**config.mk**
```make
export PLATFORM = sky130hd
export DESIGN_NAME = swfc_flow_ctrl
export DESIGN_NICKNAME = d
export VERILOG_FILES = /design/src/rtl/swfc_pkg.sv /design/src/rtl/swfc_rx_match.sv /design/src/rtl/swfc_pause.sv /design/src/rtl/swfc_tx_inject.sv /design/src/rtl/swfc_status.sv /design/src/rtl/swfc_flow_ctrl.sv
export SDC_FILE = /design/constraint.sdc
export NUM_CORES = 1
export LEC_CHECK = 0
export ABC_AREA = 1
export BUFFER_PORTS_ARGS = -buffer_cell sky130_fd_sc_hd__buf_2
export CORE_ASPECT_RATIO = 0.7
export CORE_UTILIZATION = 44
export CTS_BUF_LIST = sky130_fd_sc_hd__clkbuf_16
export CTS_CLUSTER_DIAMETER = 40
export DETAILED_ROUTE_END_ITERATION = 10
export PLACE_DENSITY_LB_ADDON = 0.12
export SLEW_MARGIN = 30
export SYNTH_ARGS = -nofsm -noshare
export SYNTH_HDL_FRONTEND = slang
export SYNTH_HIERARCHICAL = 1
export SYNTH_SLANG_ARGS = --single-unit
```
**constraint.sdc**
```tcl
create_clock -name clk -period 1 [get_ports clk]
set_input_delay 0.05 -clock clk [delete_from_list [all_inputs] [get_ports clk]]
set_output_delay 0.05 -clock clk [all_outputs]
set_load 0.005 [all_outputs]
```
**src/rtl/swfc_pkg.sv**
```systemverilog
package swfc_pkg;

   localparam int NUM_CHARS = 4;

   // index of each flow character in the character array and status byte
   localparam int IDX_ON_A  = 0;
   localparam int IDX_ON_B  = 1;
   localparam int IDX_OFF_A = 2;
   localparam int IDX_OFF_B = 3;

   // position of fields inside the control bits (byte bits 7:3)
   localparam int CTL_EN  = 3;
   localparam int CTL_RXL = 4;
   localparam int CTL_TXL = 6;

   typedef enum logic [1:0] {
      FC_NONE = 2'b00,
      FC_SETB = 2'b01,
      FC_SETA = 2'b10,
      FC_PAIR = 2'b11
   } fc_sel_e;

   typedef enum logic [1:0] {
      INJ_IDLE   = 2'b00,
      INJ_FIRST  = 2'b01,
      INJ_SECOND = 2'b10
   } inj_state_e;

endpackage

```
**src/rtl/swfc_rx_match.sv**
```systemverilog
module swfc_rx_match
   import swfc_pkg::*;
#(
   parameter int CHAR_W = 8
) (
   input  logic                                clk,
   input  logic                                rst_n,
   input  logic                                enable,
   input  logic [1:0]                          sel,
   input  logic [NUM_CHARS-1:0][CHAR_W-1:0]    chars,
   input  logic                                rx_valid,
   input  logic [CHAR_W-1:0]                   rx_data,
   output logic                                fwd_valid,
   output logic [CHAR_W-1:0]                   fwd_data,
   output logic                                on_evt,
   output logic                                off_evt,
   output logic [NUM_CHARS-1:0]                hit_set
);

   logic [NUM_CHARS-1:0] eq;
   logic                 arm_on;
   logic                 arm_off;
   logic                 on_raw;
   logic                 off_raw;

   // one comparator per programmable character
   for (genvar i = 0; i < NUM_CHARS; i++) begin : g_cmp
      assign eq[i] = (rx_data == chars[i]);
   end

   always_comb begin
      on_raw  = 1'b0;
      off_raw = 1'b0;
      unique case (sel)
         FC_SETB: begin
            on_raw  = eq[IDX_ON_B];
            off_raw = eq[IDX_OFF_B];
         end
         FC_SETA: begin
            on_raw  = eq[IDX_ON_A];
            off_raw = eq[IDX_OFF_A];
         end
         FC_PAIR: begin
            on_raw  = arm_on  & eq[IDX_ON_B];
            off_raw = arm_off & eq[IDX_OFF_B];
         end
         default: ;
      endcase
   end

   assign on_evt  = enable & rx_valid & on_raw;
   assign off_evt = enable & rx_valid & off_raw;

   always_comb begin
      hit_set = '0;
      if (on_evt) begin
         if (sel != 2'(FC_SETB)) hit_set[IDX_ON_A] = 1'b1;
         if (sel != 2'(FC_SETA)) hit_set[IDX_ON_B] = 1'b1;
      end
      if (off_evt) begin
         if (sel != 2'(FC_SETB)) hit_set[IDX_OFF_A] = 1'b1;
         if (sel != 2'(FC_SETA)) hit_set[IDX_OFF_B] = 1'b1;
      end
   end

   // the first half of a pair arms the matcher; any other character disarms
   always_ff @(posedge clk or negedge rst_n) begin
      if (!rst_n) begin
         arm_on    <= 1'b0;
         arm_off   <= 1'b0;
         fwd_valid <= 1'b0;
         fwd_data  <= '0;
      end else begin
         if (rx_valid) begin
            arm_on  <= eq[IDX_ON_A];
            arm_off <= eq[IDX_OFF_A];
         end
         fwd_valid <= rx_valid & ~(on_evt | off_evt);
         if (rx_valid) fwd_data <= rx_data;
      end
   end

endmodule

```
**src/rtl/swfc_pause.sv**
```systemverilog
module swfc_pause #(
   parameter bit WAIT_FRAME = 1'b1
) (
   input  logic clk,
   input  logic rst_n,
   input  logic enable,
   input  logic on_evt,
   input  logic off_evt,
   input  logic frame_busy,
   output logic pause
);

   logic gate;
   logic pause_req;

   if (WAIT_FRAME) begin : g_frame_wait
      assign gate = ~frame_busy;
   end else begin : g_no_wait
      logic unused_busy;
      assign unused_busy = frame_busy;
      assign gate        = 1'b1;
   end

   always_ff @(posedge clk or negedge rst_n) begin
      if (!rst_n) begin
         pause_req <= 1'b0;
         pause     <= 1'b0;
      end else if (!enable || on_evt) begin
         pause_req <= 1'b0;
         pause     <= 1'b0;
      end else if (off_evt) begin
         pause_req <= 1'b1;
      end else if (pause_req && gate) begin
         pause     <= 1'b1;
      end
   end

endmodule

```
**src/rtl/swfc_tx_inject.sv**
```systemverilog
module swfc_tx_inject
   import swfc_pkg::*;
#(
   parameter int CHAR_W     = 8,
   parameter int LVL_W      = 8,
   parameter int THR_W      = 4,
   parameter int UNIT_SHIFT = 3
) (
   input  logic                             clk,
   input  logic                             rst_n,
   input  logic                             enable,
   input  logic [1:0]                       sel,
   input  logic [NUM_CHARS-1:0][CHAR_W-1:0] chars,
   input  logic [LVL_W-1:0]                 level,
   input  logic [THR_W-1:0]                 halt_units,
   input  logic [THR_W-1:0]                 resume_units,
   input  logic                             ack,
   output logic                             req,
   output logic [CHAR_W-1:0]                chr
);

   logic [LVL_W-1:0] halt_th;
   logic [LVL_W-1:0] resume_th;
   inj_state_e       state;
   fc_sel_e          mode_q;
   logic             kind_off;
   logic             sent_off;

   assign halt_th   = LVL_W'(halt_units)   << UNIT_SHIFT;
   assign resume_th = LVL_W'(resume_units) << UNIT_SHIFT;

   assign req = (state != INJ_IDLE);

   always_comb begin
      if (state == INJ_SECOND || mode_q == FC_SETB)
         chr = kind_off ? chars[IDX_OFF_B] : chars[IDX_ON_B];
      else
         chr = kind_off ? chars[IDX_OFF_A] : chars[IDX_ON_A];
   end

   always_ff @(posedge clk or negedge rst_n) begin
      if (!rst_n) begin
         state    <= INJ_IDLE;
         mode_q   <= FC_NONE;
         kind_off <= 1'b0;
         sent_off <= 1'b0;
      end else if (!enable) begin
         state    <= INJ_IDLE;
         sent_off <= 1'b0;
      end else begin
         unique case (state)
            INJ_IDLE: begin
               if (!sent_off && level >= halt_th) begin
                  state    <= INJ_FIRST;
                  kind_off <= 1'b1;
                  sent_off <= 1'b1;
                  mode_q   <= fc_sel_e'(sel);
               end else if (sent_off && level <= resume_th) begin
                  state    <= INJ_FIRST;
                  kind_off <= 1'b0;
                  sent_off <= 1'b0;
                  mode_q   <= fc_sel_e'(sel);
               end
            end
            INJ_FIRST: begin
               if (ack) state <= (mode_q == FC_PAIR) ? INJ_SECOND : INJ_IDLE;
            end
            INJ_SECOND: begin
               if (ack) state <= INJ_IDLE;
            end
            default: state <= INJ_IDLE;
         endcase
      end
   end

endmodule

```
**src/rtl/swfc_status.sv**
```systemverilog
module swfc_status #(
   parameter int FLAGS = 4
) (
   input  logic             clk,
   input  logic             rst_n,
   input  logic [FLAGS-1:0] set,
   input  logic             rd,
   output logic [FLAGS-1:0] flags
);

   always_ff @(posedge clk or negedge rst_n) begin
      if (!rst_n) flags <= '0;
      else        flags <= (rd ? '0 : flags) | set;
   end

endmodule

```
**src/rtl/swfc_flow_ctrl.sv**
```systemverilog
module swfc_flow_ctrl
   import swfc_pkg::*;
#(
   parameter int CHAR_W     = 8,
   parameter int LVL_W      = 8,
   parameter int THR_W      = 4,
   parameter int UNIT_SHIFT = 3,
   parameter bit WAIT_FRAME = 1'b1
) (
   input  logic              clk,
   input  logic              rst_n,
   input  logic [7:3]        ctl_bits,
   input  logic [CHAR_W-1:0] chr_on_a,
   input  logic [CHAR_W-1:0] chr_on_b,
   input  logic [CHAR_W-1:0] chr_off_a,
   input  logic [CHAR_W-1:0] chr_off_b,
   input  logic [THR_W-1:0]  halt_units,
   input  logic [THR_W-1:0]  resume_units,
   input  logic              rx_valid,
   input  logic [CHAR_W-1:0] rx_data,
   output logic              fwd_valid,
   output logic [CHAR_W-1:0] fwd_data,
   input  logic [LVL_W-1:0]  rx_level,
   input  logic              tx_frame_busy,
   output logic              tx_pause,
   output logic              inj_req,
   output logic [CHAR_W-1:0] inj_char,
   input  logic              inj_ack,
   input  logic              stat_rd,
   output logic [7:0]        stat_byte
);

   localparam int THR_SPAN = THR_W + UNIT_SHIFT;

   if (LVL_W < THR_SPAN) begin : g_bad_level_width
      $error("swfc_flow_ctrl: LVL_W too narrow for the scaled thresholds");
   end
   if (CHAR_W < 5 || CHAR_W > 9) begin : g_bad_char_width
      $error("swfc_flow_ctrl: CHAR_W must be 5 to 9");
   end

   logic [NUM_CHARS-1:0][CHAR_W-1:0] chars;
   logic [1:0]                       rx_sel;
   logic [1:0]                       tx_sel;
   logic                             rx_en;
   logic                             tx_en;
   logic                             on_evt;
   logic                             off_evt;
   logic [NUM_CHARS-1:0]             hit_set;
   logic [NUM_CHARS-1:0]             flags;

   assign chars[IDX_ON_A]  = chr_on_a;
   assign chars[IDX_ON_B]  = chr_on_b;
   assign chars[IDX_OFF_A] = chr_off_a;
   assign chars[IDX_OFF_B] = chr_off_b;

   assign rx_sel = ctl_bits[CTL_RXL +: 2];
   assign tx_sel = ctl_bits[CTL_TXL +: 2];
   assign rx_en  = ctl_bits[CTL_EN] & (rx_sel != 2'(FC_NONE));
   assign tx_en  = ctl_bits[CTL_EN] & (tx_sel != 2'(FC_NONE));

   swfc_rx_match #(.CHAR_W(CHAR_W)) i_match (
      .clk       (clk),
      .rst_n     (rst_n),
      .enable    (rx_en),
      .sel       (rx_sel),
      .chars     (chars),
      .rx_valid  (rx_valid),
      .rx_data   (rx_data),
      .fwd_valid (fwd_valid),
      .fwd_data  (fwd_data),
      .on_evt    (on_evt),
      .off_evt   (off_evt),
      .hit_set   (hit_set)
   );

   swfc_pause #(.WAIT_FRAME(WAIT_FRAME)) i_pause (
      .clk        (clk),
      .rst_n      (rst_n),
      .enable     (rx_en),
      .on_evt     (on_evt),
      .off_evt    (off_evt),
      .frame_busy (tx_frame_busy),
      .pause      (tx_pause)
   );

   swfc_tx_inject #(
      .CHAR_W     (CHAR_W),
      .LVL_W      (LVL_W),
      .THR_W      (THR_W),
      .UNIT_SHIFT (UNIT_SHIFT)
   ) i_inject (
      .clk          (clk),
      .rst_n        (rst_n),
      .enable       (tx_en),
      .sel          (tx_sel),
      .chars        (chars),
      .level        (rx_level),
      .halt_units   (halt_units),
      .resume_units (resume_units),
      .ack          (inj_ack),
      .req          (inj_req),
      .chr          (inj_char)
   );

   swfc_status #(.FLAGS(NUM_CHARS)) i_status (
      .clk   (clk),
      .rst_n (rst_n),
      .set   (hit_set),
      .rd    (stat_rd),
      .flags (flags)
   );

   assign stat_byte = {{(8-NUM_CHARS){1'b0}}, flags};

endmodule

```
Word-level counts from Yosys, hierarchy flattened:

Cells that the tools add are included.

* bits in registers: 23
* input port bits: 67
* output and inout port bits: 27
* logic and storage cells: 90

* magnitude comparators: 2
* equality and inequality tests: 19
* multiplexer cells: 28
* bitwise logic cells: 12
* reduce and logical (&&, ||, !) cells: 18

Operators by type and width (count)
* 8-bit == test: 4
* 8-bit two-way mux: 3
* 2-bit two-way mux: 10
* 2-bit nonzero test: 6
* 1-bit two-way mux: 11
* 3-bit != test, second input constant: 3
* 1-bit bitwise AND: 8
* 2-bit == test, second input constant: 4
* 8-bit by 7-bit >= comparator with 1-bit output: 1
* 8-bit by 7-bit <= comparator with 1-bit output: 1
* 2-bit by 1-bit == test with 1-bit output, second input constant: 3
* 1-bit one-hot mux with 3 select lines: 2
* 2-bit one-hot mux with 3 select lines: 1
* 3-bit AND reduction: 2
* 4-bit two-way mux: 1
* 2-bit by 1-bit != test with 1-bit output, second input constant: 2
* 2-bit != test, second input constant: 2
* 4-bit != test, second input constant: 1
* 4-bit OR: 1
* 2-bit AND reduction: 2
* 1-bit logical AND: 3
* 1-bit logical NOT: 2
* 2-bit logical NOT: 1
* 1-bit logical OR: 2
* other kinds (2): 3

Logic depth before layout (Yosys ltp):

Gate-level depths: netlist of run 1.

* depth in word-level cells: 7
* mapped depth: 13
* mapped depth without buffers: 13

Hierarchy:

The synthesis of run 1 kept the hierarchy.

By module, submodules not included
* swfc_rx_match: times used 1, cells each 174, area an instance 1007.2 µm², seq. area each 275.3 µm²
* swfc_tx_inject: times used 1, cells each 128, area an instance 878.3 µm², seq. area each 150.1 µm²
* swfc_status: times used 1, cells each 17, area an instance 148.9 µm², seq. area each 100.1 µm²
* swfc_pause: times used 1, cells each 11, area an instance 95.1 µm², seq. area each 50.0 µm²
* swfc_flow_ctrl: times used 1, cells each 10, area an instance 52.6 µm², seq. area each 0.0 µm²

Worst setup path after synthesis of run 1:

No wires, ideal clock.

* path type: input -> register
* start: in halt_units[3]
* end: reg i_inject.kind_off
* library setup time: 118 ps
* arrival: 974 ps
* data required time: 882 ps
* path slack: -92 ps
* cell stages on the path: 11
* buffers on the path: 0
* path through: inv_1 > ha_1 > inv_1 > nor3_1 > nand2_1 > nand2_2 > nand2_4 > nand2_4 > nand2_4 > nand2_1 > nand2_1

* word-level cells in the longest chain between the ends: 4
* elaborated cells between the ends (all ways): 5
* those cells by class: 1 x order compare; 1 x mux; 3 x reduce/logical

Ends and longest elaborated chain
* start: declaration: RTL line swfc_flow_ctrl.sv:17 `input logic [THR_W-1:0] halt_units,`
* 8-bit by 7-bit >= comparator with 1-bit output (*): RTL line swfc_tx_inject.sv:53 `if (!sent_off && level >= halt_th) begin`
* 1-bit logical AND (*): RTL line swfc_tx_inject.sv:53
* 2-bit nonzero test (no line)
* 3-bit AND reduction (no line)
* end signal: assignment: RTL line swfc_tx_inject.sv:45 `kind_off <= 1'b0;`
* end signal: assignment: RTL line swfc_tx_inject.sv:55 `kind_off <= 1'b1;`
* end signal: assignment: RTL line swfc_tx_inject.sv:60 `kind_off <= 1'b0;`
* end: declaration: RTL line swfc_tx_inject.sv:26 `logic kind_off;`

Mark *: on every way between the ends. The rest lies on a longest branch, timed or not.
A chain may end at the register's enable or synchronous reset.

Worst setup path after layout of run 1:

* start: reg i_inject.kind_off
* end: out inj_char[3]

* word-level cells in the longest chain between the ends: 2
* elaborated cells between the ends (all ways): 3
* those cells by class: 3 x mux

Ends and longest elaborated chain
* 8-bit two-way mux, on equally long branches: RTL line swfc_tx_inject.sv:38, swfc_tx_inject.sv:36
* 8-bit two-way mux (*): RTL line swfc_tx_inject.sv:35 `if (state == INJ_SECOND || mode_q == FC_SETB)`
* end: declaration: RTL line swfc_flow_ctrl.sv:27 `output logic [CHAR_W-1:0] inj_char,`

Marks and branches as above.

==> results.md, run 1 <==
- Clock Sink Count: 23
- FP Rows: 21
- Routed WL: 5790 um
- Die H: 60.9 um
- Per-cell routed wire length: 10.9 um
- Yosys top cell area share: 0.264
- Max Clk Rate: 0.714 GHz
- Layout cells sized above 1: 0.397
- Vias in the first global route: 1989
- Cell area power density: 1230 mW/mm2
- Worst hold path class: input pin to flip-flop
- Outcome: finished with violations
- Leak Pwr: 0.00183 uW
- Initial core utilization: 0.456
- Clock power frac: 0.224
- WP data required: 0.95 ns
- Class of the most critical setup path: flip-flop to output pin
- Worst Path Arrival: 1.35 ns
- Io pins: 94
- Switching share of power: 0.359
- Area leader, netlist: dfrtp_1
- CP Max Fanout: 12
- Final core utilization: 0.662
- Combinational Power Share: 0.491
- IO buf count: 89
- Flop pwr share: 0.285
- Synth Cell Area: 0.00218 mm2
- Setup WS post-layout: -0.401 ns
- Initial antenna violation count: 0
- Final Skew: 0.00560 ns
- Max Cap Violations: 0
- Seq cells post-synth: 23
- Tcrit/Tclk final: 1.40
- Share of synthesized flip-flops with an asynchronous set or reset: 1.00
- Core area: 0.00478 mm2
- First-pass GRT wire length: 9030 um
- Placed instance count: 527
- CTS Buf Count: 3
- Min Hold Slack: 0.0435 ns
- Vias per Instance: 4.54
- Yosys Warn Count: 6
- RSZ-0062 raised after global routing: yes
- Antenna cells: 0
- Sw Pwr: 1400 uW
- Die Area: 0.00525 mm2
- Worst-case clock buffer depth: 2
- Post-layout instance count excluding filler cells: 533
- Area grow syn2layout: 45.1%
- Residual DRC: 0
- Synth area leaders: dfrtp_1 (26%), nand2_1 (19%), inv_1 (10%)
- Critical Path Source Type: flip-flop
- Clk_lat worst skew: 0.25 ns
- Post-DP HPWL: 4820 um
- Most frequent cell after synthesis: nand2_1
- Global route overflow: 0
- Internal power: 2510 uW
- VDD IR-drop max: 0.760 mV
- Ys flop type: dfrtp_1
- Clk root buf: clkbuf_16
- Place WS: -0.289 ns
- Final Slew Violations: 0
- Flop2flop setup slack: -0.29 ns
- Hold Fails Final Rpt: 0
- Initial DRT Pass Iterations: 5
- Largest net degree at the start of global routing: 24
- Total GRT Usage: 0.223
- Average cell area after synthesis: 6.42 um2
- Fin crit period: 1.40 ns
- Synth cell types: 30
- CTS tree: done
- Crit. End Element: output pin
- Total vias in the final route: 2419
- Worst-path clk slew: 0.06 ns
- Fin nets: 540
- DRT antenna net count: 0
- Synth cell count leaders: nand2_1 (110), inv_1 (59), nor2_1 (32), dfrtp_1 (23), o21ai_0 (20)
- H-tree levels: 1
- Final setup fails: 22
- Syn Inst Count: 340
- EDFF count, synth: 0
- Starting DRT DRC Count: 141
- Die Wd: 86.2 um
- Failing checks: negative setup slack
- Fill cell count: 448
- GP Congestion: 0.870
- Register area share after synthesis: 0.264
[layout by cell type, fill, tap and decap left out, types with 11 or more instances in the layout]
master   count
buf_2       89
buf_4       34
dfrtp_1     22
inv_1       46
inv_2       13
nand2_1    107
nand3_1     11
nor2_1      29
xnor2_1     14
[flip-flops by register name, summed over array words and instances (netlist names), 2 cells and up]
signal            cells
i_inject/mode_q       2
i_inject/state        2
i_match/fwd_data      8
i_status/flags        4
[through the flow]
stage	power [uW]	cell area, um2	setup TNS, ns
2_1_floorplan	2210	2300	-0.184
3_3_place_gp	2940	3030	-4.32
3_5_place_dp	2960	3030	-4.44
4_1_cts	3890	3150	-4.79
5_1_grt	4190	3170	-6.80
6_report	3910	3170	-5.21
[area by class of cell]
cell class / instances / area (um2) / area share
multi-input cells: 246 / 1410 / 0.446
repair buffers: 125 / 731 / 0.231
flip-flops and latches: 23 / 577 / 0.182
inverters: 66 / 278 / 0.0877
well taps: 69 / 86.3 / 0.0273
clock buffers: 3 / 75.1 / 0.0237
clock inverters: 1 / 7.51 / 0.00237
[power by group through the flow]
| stage | sequential, uW | combinational, uW | clock (uW) |
|---|---|---|---|
| floorplan | 1090 | 1120 | 0 |
| global placement | 1110 | 1820 | 0 |
| detailed placement | 1110 | 1850 | 0 |
| CTS | 1100 | 1900 | 888 |
| global route | 1120 | 2150 | 920 |
| finish | 1110 | 1920 | 876 |
[path summary, 6_finish.rpt]
check	from	to	depth (start not counted)
worst max-delay path	i_inject/kind_off	inj_char[3]	4
worst min-delay path	stat_rd	i_status/flags[0]	4
worst max register to register	i_inject/state[0]	i_inject/state[1]	7
max in group asynchronous	rst_n	i_inject/kind_off	2
worst min register to register	i_status/flags[0]	i_status/flags[0]	2
min in group asynchronous	rst_n	i_status/flags[2]	2
[timing repair]
action	4_1_cts	5_1_grt
gates resized for setup	6	6
setup buffers	1	0
hold buffers	1	0
endpoints found under the setup margin	22	22
hold endpoints to repair	23	0
pin swaps	5	9
[routing by layer]
layer  vias to the layer above  GRT usage  wire (um)
li1                       1277          -          -
met1                      1059      0.355       3030
met2                        81      0.327       2320
met3                         2     0.0177        403
met4                         0     0.0429         40
met5                         -          0          0
[cell families after synthesis]
kind of cell / share of synthesized area
other: 0.00172
adder cells (fa/ha/maj): 0.0459
buffers and inverters: 0.142
XOR/XNOR: 0.0562
multiplexers: 0.0367
AND/OR/NAND/NOR: 0.358
flip-flops: 0.264
AO/OA/AOI/OAI: 0.0958
[worst max-delay path, cell delays in order, from the launching register on]
cell and delay (ns):
dfrtp_2 0.43, buf_12 0.16, mux2i_1 0.29, o21ai_1 0.09, buf_2 0.13
(Power assumes the default switching activity.)
==> run 2, diff against run 1 <==
Settings changed: BUFFER_PORTS_ARGS -buffer_cell sky130_fd_sc_hd__buf_2 to -buffer_cell sky130_fd_sc_hd__clkbuf_2.
==> run 2 against run 1 <==
  * The flow still finishes with violations (negative setup slack)
  * Critical endpoint is now inj_char[0]
  * Sequential share of layout area fell by 0.093 points
  * Register-to-register slack gained 0.04 ns
  * Largest power group unchanged
  * Clock skew decreased by 0.0049 ns
  * Die area stayed put
==> results.md, run 2 (same netlist as run 1, synthesis figures left out) <==
- CP Max Fanout: 16
- Total vias in the final route: 2401
- DRT antenna net count: 0
- Tcrit/Tclk final: 1.39
- Initial antenna violation count: 0
- Final setup fails: 22
- Die H: 60.9 um
- Max_slew headroom: 0.635
- Combinational Power Share: 0.493
- Global route overflow: 0
- Flop pwr share: 0.288
- Fin crit period: 1.39 ns
- Post-DP HPWL: 4840 um
- CTS Buf Count: 3
- WP data required: 0.95 ns
- Place WS: -0.342 ns
- Flop2flop setup slack: -0.25 ns
- Die Area: 0.00525 mm2
- Max Clk Rate: 0.722 GHz
- Residual DRC: 0
- Most common cell after layout, fill and taps aside: nand2_1
- Class of the most critical setup path: flip-flop to output pin
- Largest register FFs: 8
- FP Rows: 21
- Initial DRT Pass Iterations: 4
- Outcome: finished with violations
- IO buf count: 89
- Crit path from: i_inject/state[0]
- Worst-path clk slew: 0.06 ns
- Hold Fails Final Rpt: 0
- Final Skew: 0.000744 ns
- VDD IR-drop max: 0.547 mV
- Total GRT Usage: 0.223
- Routed WL: 5720 um
- Setup WS post-layout: -0.385 ns
- Most frequent cells in the layout: nand2_1 (107), clkbuf_2 (89), inv_1 (45)
- Worst hold path class: input pin to flip-flop
- Total design power: 3850 uW
- Largest net degree at the start of global routing: 24
- Worst Path Arrival: 1.34 ns
- Clk_lat worst skew: 0.25 ns
- Fill cell count: 449
- Final Slew Violations: 0
- Die Wd: 86.2 um
- Initial core utilization: 0.456
- Slew @ Worst Pin: 0.547 ns
- Switching share of power: 0.354
- RSZ-0062 raised after global routing: yes
- Max Cap Violations: 0
- Worst-case clock buffer depth: 2
- R2R cell count: 6
- Clock power frac: 0.220
- Leak Pwr: 0.00185 uW
- Setup TNS: -4.56 ns
- First-pass GRT wire length: 9000 um
- Failing checks: negative setup slack
- Io pins: 94
- CP endpoint: inj_char[0]
- R2R Path Start: i_inject/state[0]
- Regs by FF count: i_match/fwd_data: 8 flops, i_status/flags: 4 flops
- Clock Sink Count: 23
- Sw Pwr: 1360 uW
- Area grow syn2layout: 45.8%
- Starting DRT DRC Count: 109
- R2r endpoint: i_inject/state[1]
- CTS tree: done
- Vias per Instance: 4.49
- Clk root buf: clkbuf_16
- Vias in the first global route: 1994
- GP Congestion: 0.829
- Final core utilization: 0.665
- Fin nets: 542
- Critical Path Source Type: flip-flop
- Largest reg by FF count: i_match/fwd_data
- Crit. End Element: output pin
- Core area: 0.00478 mm2
- Internal power: 2490 uW
- Antenna cells: 0
- Cell area power density: 1210 mW/mm2
- Per-cell routed wire length: 10.7 um
- Layout cells sized above 1: 0.410
- H-tree levels: 1
-- run 2: cell types whose count changed in the layout (fill, tap and decap cells not counted), sizes merged --
cell	previous run	this run
buf	124	37
clkbuf	3	92
clkinv	2	3
clkinvlp	1	0
-- run 2: critical path, cell delays in order (launching register included) --
cell and delay [ns]:
dfrtp_1 0.41, o22ai_2 0.24, inv_4 0.12, o211ai_1 0.13, o21ai_2 0.08, clkbuf_2 0.11
-- run 2: layout make-up --
class,count,area [um2],share of cell area
Clock buffer,3,75.1,0.0236
Sequential cell,23,577,0.181
Timing Repair Buffer,127,746,0.234
Inverter,66,275,0.0865
Tap cell,69,86.3,0.0271
Clock inverter,1,5.00,0.00157
Multi-Input combinational cell,246,1420,0.446
-- run 2: routing by layer --
| metal | routed length (um) | vias up | GRT usage | part of all wire |
|---|---|---|---|---|
| met1 | 3080 | 1055 | 0.347 | 0.54 |
| li1 | - | 1282 | - | - |
| met4 | 22 | 0 | 0.0524 | 0.0038 |
| met5 | 0 | - | 0 | 0 |
| met3 | 255 | 2 | 0.0299 | 0.045 |
| met2 | 2350 | 62 | 0.327 | 0.41 |
-- run 2: worst min-delay path by stage --
| stage | start | end | slack, ns | cells past startpoint |
|---|---|---|---|---|
| 6_report | stat_rd | i_status/flags[1] | 0.05 | 4 |
| 2_1_floorplan | rst_n | i_inject/kind_off | -0.25 | 0 |
| 3_3_place_gp | rst_n | i_inject/state[1] | 0.07 | 1 |
| 3_5_place_dp | rst_n | i_inject/state[1] | 0.06 | 1 |
| 5_1_grt | stat_rd | i_status/flags[1] | 0.05 | 4 |
| 4_1_cts | stat_rd | i_status/flags[1] | 0.05 | 4 |
-- run 2: power groups by stage --
stage	Combinational, uW	Sequential, uW	Clock, uW
floorplan	1120	1090	0
global placement	1820	1110	0
detailed placement	1840	1120	0
CTS	1900	1110	871
global route	2110	1120	915
finish	1900	1110	845
-- run 2: repair_timing --
item                                    4_1_cts  5_1_grt
buffers inserted                              1        1
resized for setup                             8        8
hold endpoints to repair                     23        0
endpoints found under the setup margin       22       22
pin swaps                                     3        7
hold buffers                                  1        0
-- run 2: metrics by stage --
stage	cells	instance area [um2]	hold WS, ns
6_report	535	3180	0.0516
5_1_grt	535	3180	0.0545
4_1_cts	534	3160	0.0526
3_5_place_dp	528	3040	0.0649
3_3_place_gp	528	3040	0.0657
2_1_floorplan	343	2300	-0.246
==> run 3, diff against run 2 <==
Settings changed: CORE_MARGIN set to 4.
==> run 3 against run 2 <==
  * Worst setup slack lost 0.068 ns
  * Utilization grew 2.6 points
  * The flow still finishes with violations (negative setup slack)
  * Register-to-register slack is essentially flat
  * Critical endpoint is now inj_char[6]
==> results.md, run 3 (same netlist as run 1, synthesis figures left out) <==
- Outcome: finished with violations
- Failing checks: negative setup slack
- Core area: 0.00478 mm2
- Max Cap Violations: 0
- Clock Sink Count: 23
- Io pins: 94
- FP Rows: 21
- Per-cell routed wire length: 12.5 um
- CTS Buf Count: 3
- Worst Path Arrival: 1.40 ns
- Placed instance count: 528
- Largest net degree at the start of global routing: 24
- Post-DP HPWL: 5290 um
- Hold Fails Final Rpt: 0
- Layout cells sized above 1: 0.432
- Slew @ Worst Pin: 0.595 ns
- Initial core utilization: 0.456
- Worst-path clk slew: 0.07 ns
- Leak Pwr: 0.00190 uW
- Area grow syn2layout: 51.5%
- Crit. End Element: output pin
- Starting DRT DRC Count: 155
- Largest register FFs: 8
- Placed instance area: 0.00304 mm2
- Vias in the first global route: 2230
- Max Clk Rate: 0.688 GHz
- First-pass GRT wire length: 10100 um
- Initial antenna violation count: 0
- Initial DRT Pass Iterations: 5
- Worst-case clock buffer depth: 2
- Crit path from: i_inject/state[0]
- Die H: 66.9 um
- Total vias in the final route: 2566
- CP Max Fanout: 8
- Final setup fails: 22
- Flop2flop setup slack: -0.25 ns
- RSZ-0062 raised after global routing: yes
- Most frequent cells in the layout: nand2_1 (106), clkbuf_2 (87), inv_1 (46)
- CP endpoint: inj_char[6]
- Min Hold Slack: 0.0469 ns
- R2R cell count: 7
- Critical Path Source Type: flip-flop
- Regs by FF count: i_match/fwd_data: 8 flops, i_status/flags: 4 flops
- CTS tree: done
- H-tree levels: 1
- Clk root buf: clkbuf_16
- Fin crit period: 1.45 ns
- Tcrit/Tclk final: 1.45
- Vias per Instance: 4.73
- Final instance area: 0.00331 mm2
- Setup WS post-layout: -0.453 ns
- Worst hold path class: input pin to flip-flop
- GP Congestion: 0.913
- VDD IR-drop max: 0.671 mV
- Global route overflow: 0
- Antenna cells: 0
- Die Area: 0.00617 mm2
- Die Wd: 92.2 um
- Most common cell after layout, fill and taps aside: nand2_1
- Total GRT Usage: 0.207
- Routed WL: 6790 um
- Cell area power density: 1240 mW/mm2
- Largest reg by FF count: i_match/fwd_data
- Clk_lat worst skew: 0.26 ns
- Post-layout instance count excluding filler cells: 543
- Fin nets: 550
- Residual DRC: 0
- DRT antenna net count: 0
- WP data required: 0.95 ns
- Class of the most critical setup path: flip-flop to output pin
- R2R Path Start: i_inject/state[0]
- R2r endpoint: i_inject/state[1]
- IO buf count: 89
- Max_slew headroom: 0.603
- Final Slew Violations: 0
- Final Skew: 0.00698 ns
## run 3: cell count changes in the layout (fill, tap and decap cells not counted), sizes merged
cell / previous run / this run
buf: 37 / 46
clkbuf: 92 / 90
clkinvlp: 0 / 1
## run 3: critical path, stage by stage, from the launching register on
cell and delay (ns):
dfrtp_1 0.42, o22ai_4 0.25, buf_6 0.14, inv_4 0.06
o21ai_1 0.13, clkbuf_2 0.13
## run 3: worst min path at each step
stage	startpoint	to	slack, ns	cells after the start
after CTS	stat_rd	i_status/flags[0]	0.05	4
after floorplan	rst_n	i_inject/kind_off	-0.25	0
final	stat_rd	i_status/flags[0]	0.05	4
after detailed placement	rst_n	i_inject/sent_off	0.08	1
after global placement	rst_n	i_inject/sent_off	0.07	1
after global routing	tx_frame_busy	i_pause/pause	0.08	4
## run 3: area by class of cell
cell class,instances,area (um2)
clock buffer,3,75.1
clock inverter,1,7.51
fill,430,1480
inverter,66,280
multi-input combinational,246,1460
sequential,23,577
tap,69,86.3
timing repair buffer,134,810
timing repair inverter,1,6.26
## run 3: where the power goes
part,internal (uW),leakage [uW],switching [uW]
logic,1010,0.00157,1090
registers,1020,0.000296,95.8
clock network,542,0.0000371,348
total,2580,0.00190,1530
## run 3: metrics by stage
stage          utilization  TNS, ns  total power [uW]  setup WS, ns
6_report             0.691    -6.05              4110        -0.453
5_1_grt              0.691    -7.50              4390        -0.523
4_1_cts              0.667    -5.06              3940        -0.412
3_5_place_dp         0.636    -4.57              2980        -0.328
3_3_place_gp         0.636    -4.17              2950        -0.276
2_1_floorplan            -   -0.184              2210       -0.0335
## run 3: routing by layer
layer  share of wire  wire (um)  vias to the layer above  GRT usage
li1                -          -                     1305          -
met1            0.48       3260                     1169      0.298
met2            0.44       3020                       84      0.319
met3           0.061        414                        8     0.0305
met4           0.014         94                        0     0.0648
met5               0          0                        -          0
## run 3: timing repair
action | 4_1_cts | 5_1_grt
buffers inserted | 4 | 5
hold buffers | 1 | 0
resized for setup | 10 | 23
hold endpoints to repair | 23 | 0
endpoints found under the setup margin | 22 | 22
pin swaps | 10 | 17
gates cloned | 0 | 1
